==> config.mk <==
export PLATFORM = sky130hd
export DESIGN_NAME = ext_reg_bridge
export DESIGN_NICKNAME = d
export VERILOG_FILES = /design/src/rtl/ebr_pkg.sv /design/src/rtl/ebr_req_gate.sv /design/src/rtl/ebr_req_stage.sv /design/src/rtl/ebr_rsp_merge.sv /design/src/rtl/ext_reg_bridge.sv
export SDC_FILE = /design/constraint.sdc
export NUM_CORES = 1
export LEC_CHECK = 0
export ABC_AREA = 1
export ABC_CLOCK_PERIOD_IN_PS = 800
export CAP_MARGIN = 30
export CORE_AREA = 3 3 78 80
export CTS_CLUSTER_SIZE = 28
export DETAILED_ROUTE_END_ITERATION = 10
export DIE_AREA = 0 0 81 83
export DONT_BUFFER_PORTS = 1
export PLACE_DENSITY = 0.55
export SYNTH_ARGS = -nofsm -noshare
export SYNTH_HDL_FRONTEND = slang
export SYNTH_SLANG_ARGS = --single-unit
==> constraint.sdc <==
create_clock -name clk -period 0.8 [get_ports clk]
set_clock_uncertainty 0.15 [all_clocks]
set_input_delay 0.16 -clock clk [delete_from_list [all_inputs] [get_ports clk]]
set_output_delay 0.16 -clock clk [all_outputs]
set_load 0.1 [all_outputs]
==> src/rtl/ebr_pkg.sv <==
package ebr_pkg;

    typedef enum logic [1:0] {
        ACC_RW   = 2'd0,
        ACC_RO   = 2'd1,
        ACC_WO   = 2'd2,
        ACC_NONE = 2'd3
    } acc_kind_e;

    function automatic acc_kind_e acc_kind(input bit rd_ok, input bit wr_ok);
        if (rd_ok && wr_ok) return ACC_RW;
        if (rd_ok)          return ACC_RO;
        if (wr_ok)          return ACC_WO;
        return ACC_NONE;
    endfunction

    function automatic int subword_count(input int reg_w, input int bus_w);
        return (reg_w > bus_w) ? (reg_w / bus_w) : 1;
    endfunction

endpackage

==> src/rtl/ebr_req_gate.sv <==
module ebr_req_gate
    import ebr_pkg::*;
#(
    parameter int SUBW        = 2,
    parameter bit SW_READABLE = 1'b1,
    parameter bit SW_WRITABLE = 1'b1
) (
    input  logic [SUBW-1:0] dec_strb,
    input  logic            dec_is_wr,
    output logic [SUBW-1:0] gated_strb,
    output logic            is_external
);
    localparam acc_kind_e KIND = acc_kind(SW_READABLE, SW_WRITABLE);

    logic dir_ok;

    generate
        if (KIND == ACC_RW) begin : g_rw
            assign dir_ok = 1'b1;
        end else if (KIND == ACC_RO) begin : g_ro
            assign dir_ok = ~dec_is_wr;
        end else if (KIND == ACC_WO) begin : g_wo
            assign dir_ok = dec_is_wr;
        end else begin : g_none
            $error("ebr_req_gate: register has no readable and no writable fields");
            assign dir_ok = 1'b0;
        end
    endgenerate

    always_comb begin
        for (int i = 0; i < SUBW; i++) begin
            gated_strb[i] = dec_strb[i] & dir_ok;
        end
        is_external = (|dec_strb) & dir_ok;
    end
endmodule

==> src/rtl/ebr_req_stage.sv <==
module ebr_req_stage #(
    parameter int SUBW        = 2,
    parameter int BUS_W       = 32,
    parameter bit REGISTERED  = 1'b1,
    parameter bit SW_WRITABLE = 1'b1
) (
    input  logic             clk,
    input  logic             rst_n,
    input  logic [SUBW-1:0]  req_in,
    input  logic             is_wr_in,
    input  logic [BUS_W-1:0] wdata_in,
    input  logic [BUS_W-1:0] biten_in,
    output logic [SUBW-1:0]  req_out,
    output logic             is_wr_out,
    output logic [BUS_W-1:0] wdata_out,
    output logic [BUS_W-1:0] biten_out
);
    typedef struct packed {
        logic [SUBW-1:0]  req;
        logic             is_wr;
        logic [BUS_W-1:0] wdata;
        logic [BUS_W-1:0] biten;
    } stage_t;

    stage_t st_d;
    stage_t st_q;

    always_comb begin
        st_d       = '0;
        st_d.req   = req_in;
        st_d.is_wr = is_wr_in;
        if (SW_WRITABLE) begin
            st_d.wdata = wdata_in;
            st_d.biten = biten_in;
        end
    end

    generate
        if (REGISTERED) begin : g_reg
            always_ff @(posedge clk or negedge rst_n) begin
                if (!rst_n) begin
                    st_q <= '0;
                end else begin
                    st_q <= st_d;
                end
            end
        end else begin : g_comb
            always_comb st_q = st_d;
        end
    endgenerate

    assign req_out   = st_q.req;
    assign is_wr_out = st_q.is_wr;
    assign wdata_out = st_q.wdata;
    assign biten_out = st_q.biten;
endmodule

==> src/rtl/ebr_rsp_merge.sv <==
module ebr_rsp_merge #(
    parameter int BUS_W       = 32,
    parameter bit SW_READABLE = 1'b1,
    parameter bit SW_WRITABLE = 1'b1
) (
    input  logic             ext_rd_ack,
    input  logic [BUS_W-1:0] ext_rd_data,
    input  logic             ext_wr_ack,
    output logic             rsp_rd_ack,
    output logic [BUS_W-1:0] rsp_rd_data,
    output logic             rsp_wr_ack
);
    generate
        if (SW_READABLE) begin : g_rd
            assign rsp_rd_ack  = ext_rd_ack;
            assign rsp_rd_data = ext_rd_data;
        end else begin : g_no_rd
            assign rsp_rd_ack  = 1'b0;
            assign rsp_rd_data = '0;
        end
        if (SW_WRITABLE) begin : g_wr
            assign rsp_wr_ack = ext_wr_ack;
        end else begin : g_no_wr
            assign rsp_wr_ack = 1'b0;
        end
    endgenerate
endmodule

==> src/rtl/ext_reg_bridge.sv <==
module ext_reg_bridge
    import ebr_pkg::*;
#(
    parameter int BUS_W        = 32,
    parameter int REG_W        = 64,
    parameter bit SW_READABLE  = 1'b1,
    parameter bit SW_WRITABLE  = 1'b1,
    parameter bit REGISTERED   = 1'b1,
    localparam int SUBW        = subword_count(REG_W, BUS_W)
) (
    input  logic             clk,
    input  logic             rst_n,
    input  logic [SUBW-1:0]  dec_strb,
    input  logic             dec_is_wr,
    input  logic [BUS_W-1:0] dec_wr_data,
    input  logic [BUS_W-1:0] dec_wr_biten,
    output logic [SUBW-1:0]  ext_req,
    output logic             ext_req_is_wr,
    output logic [BUS_W-1:0] ext_wr_data,
    output logic [BUS_W-1:0] ext_wr_biten,
    input  logic             ext_rd_ack,
    input  logic [BUS_W-1:0] ext_rd_data,
    input  logic             ext_wr_ack,
    output logic             is_external,
    output logic             rsp_rd_ack,
    output logic [BUS_W-1:0] rsp_rd_data,
    output logic             rsp_wr_ack
);
    logic [SUBW-1:0] gated_strb;

    ebr_req_gate #(
        .SUBW        (SUBW),
        .SW_READABLE (SW_READABLE),
        .SW_WRITABLE (SW_WRITABLE)
    ) u_gate (
        .dec_strb    (dec_strb),
        .dec_is_wr   (dec_is_wr),
        .gated_strb  (gated_strb),
        .is_external (is_external)
    );

    ebr_req_stage #(
        .SUBW        (SUBW),
        .BUS_W       (BUS_W),
        .REGISTERED  (REGISTERED),
        .SW_WRITABLE (SW_WRITABLE)
    ) u_stage (
        .clk       (clk),
        .rst_n     (rst_n),
        .req_in    (gated_strb),
        .is_wr_in  (dec_is_wr),
        .wdata_in  (dec_wr_data),
        .biten_in  (dec_wr_biten),
        .req_out   (ext_req),
        .is_wr_out (ext_req_is_wr),
        .wdata_out (ext_wr_data),
        .biten_out (ext_wr_biten)
    );

    ebr_rsp_merge #(
        .BUS_W       (BUS_W),
        .SW_READABLE (SW_READABLE),
        .SW_WRITABLE (SW_WRITABLE)
    ) u_rsp (
        .ext_rd_ack  (ext_rd_ack),
        .ext_rd_data (ext_rd_data),
        .ext_wr_ack  (ext_wr_ack),
        .rsp_rd_ack  (rsp_rd_ack),
        .rsp_rd_data (rsp_rd_data),
        .rsp_wr_ack  (rsp_wr_ack)
    );
endmodule

==> results.txt <==
status: complete, but fails checks
failing checks: negative hold slack, negative setup slack
commonest non-fill, non-tap cell in the layout: dlygate4sd3_1
Slew Limit Fails: 0
f_max: 0.789 GHz
fraction of layout cells with a size suffix above 1: 55.2%
Max VDD drop: 1.35 mV
number of H-tree levels: 3
nets@finish: 252
Tightest Pin Transition: 0.305 ns
mux cell area share after synthesis: 0%
P&R area growth vs syn: 51.7%
antenna violations before repair: 0
most frequent cells in the layout: dlygate4sd3_1, dfrtp_4, clkbuf_8
DR pass1 iterations: 2
Max Cap Viol: 0
CP arrival: 0.96 ns
type of origin of the critical path: register
overall global routing resource usage: 13.9%
num rows: 27
Initial Util: 35.5%
Vias/cell: 4.29
Hold-fix buffers, CTS: 67
pre-CTS WS: -0.110 ns
IO Port Bufs: 0
Fillers: 452
syn_area_per_cell: 18.7 um^2
core area: 5470 um^2
Crit Path Class: reg2out
first-pass GRT wire length: 6670 um
Synth Area in Compound Gates: 0%
Simple-Gate Fraction of Synth Area: 0.193%
TritonCTS clock tree: done
Max FO, Critical Path: 1
Horiz. Die Dim: 81 um
# DRC: 0
routed via count: 969
initial DRC count: 21
Tmin final: 1.27 ns
synth warn: 0
sw power: 0.00275 W
Final ANT Viol Nets: 0
final setup fails: 67
largest area contributor in the synthesized netlist: dfrtp_1
Synth top area share: 86.3%
Synth Area in XOR/XNOR: 0%
Combinational Power Share: 3.9%
endpoints failing hold: 67
Overflow after GRT: 0
Synth Net Count: 207
post-synth cell types: 4
Routed wire per std cell: 20.7 um
cell area after synthesis: 1940 um^2
Power Total: 0.00842 W
P_leak: 1.14 nW
Fin Hold WS: -0.637 ns
I/O pin count: 205
Final Cell Area: 2950 um^2
pwr dens: 2860 nW/um^2
Placed Area: 2050 um^2
clk sinks: 67
vias in the first global route: 1130
CTS Buffer Depth: 2
Final Cycle Share: 158%
drt total wl: 4680 um
setup tns final: -30.67 ns
Max-slew headroom: 79.8%
clock power share: 36.3%
clk slew on worst S/H paths: 0.08 ns
cts bufs inserted: 9
Int Pwr: 0.00567 W
largest family of logic cells by synthesized area: buffers and inverters
Hold Crit Class: in2async
die footprint: 6720 um^2
RD Place Congestion: 0.618
CP required: 0.49 ns
ANT cells: 0
critical path endpoint category: primary output
top post-synthesis cells by area: dfrtp_1, buf_4, inv_1, nand2_1
root buf cell: clkbuf_8
largest net degree at the start of global routing: 68
RSZ-0062 raised after global routing: yes
Flop pwr share: 59.8%
Die H: 83 um
Synth Area in Adders: 0%
Synth Instances: 104
post-synthesis sequential area ratio: 86.3%
flops & latches, synth: 67
Sw Ratio: 32.7%
final setup margin: -0.468 ns
[cells by family after synthesis]
group	Yosys count
and+or+nand+nor	1
buffers and inverters	36
DFF	67
[cell type report]
type                            instances  area, um^2  area share, %
Sequential cell                        67        1930           65.3
Timing Repair Buffer                   68         691           23.4
Clock buffer                            9         124           4.20
Clock inverter                          7        98.8           3.35
Tap cell                               72        90.1           3.06
Multi-Input combinational cell          1        11.3          0.382
Inverter                                2        7.51          0.255
[stage by stage]
stage / cells / utilization, %
3_5_place_dp: 143 / 37.5
2_1_floorplan: 104 / -
6_report: 226 / 53.9
4_1_cts: 226 / 53.9
5_1_grt: 226 / 53.9
3_3_place_gp: 143 / 37.5
[synthesized netlist by cell type (all sizes together)]
| cell | number |
|---|---|
| buf | 34 |
| dfrtp | 67 |
| inv | 2 |
| nand2 | 1 |
[path summary, 6_finish.rpt]
path | endpoint | start | cells past startpoint
max | ext_wr_data[17] | u_stage.wdata_out[17]$_DFF_PN0_ | 0
min | u_stage.biten_out[6]$_DFF_PN0_ | rst_n | 0
min in group clk | rsp_rd_data[24] | ext_rd_data[24] | 0
max in group asynchronous | u_stage.wdata_out[30]$_DFF_PN0_ | rst_n | 0
[flip-flops by register name, indices dropped and copies added (netlist names)]
| register | flops |
|---|---|
| u_stage.biten_out | 32 |
| u_stage.is_wr_out | 1 |
| u_stage.wdata_out | 32 |
| u_stage.req_out | 2 |
[routing by layer]
layer	up-vias	part of all wire, %	GRT usage, %
li1	369	-	-
met1	466	32	14.1
met2	112	50	21.7
met3	22	14	5.86
met4	0	4.1	11.2
met5	-	0	0
[what timing repair did]
action	CTS	global route
gates resized for setup	0	0
endpoints found under the setup margin	67	67
gates cloned	0	0
hold endpoints to repair	134	67
setup buffers	0	0
[power groups by stage]
stage                     sequential (W)  combinational (W)  clock (W)
final                            0.00503           0.000332    0.00306
after global routing             0.00505           0.000355    0.00331
after CTS                        0.00504           0.000335    0.00317
after detailed placement         0.00512          0.0000580          0
after global placement           0.00511          0.0000583          0
after floorplan                  0.00510           0.000829          0
Power figures use the tool's default switching activity.
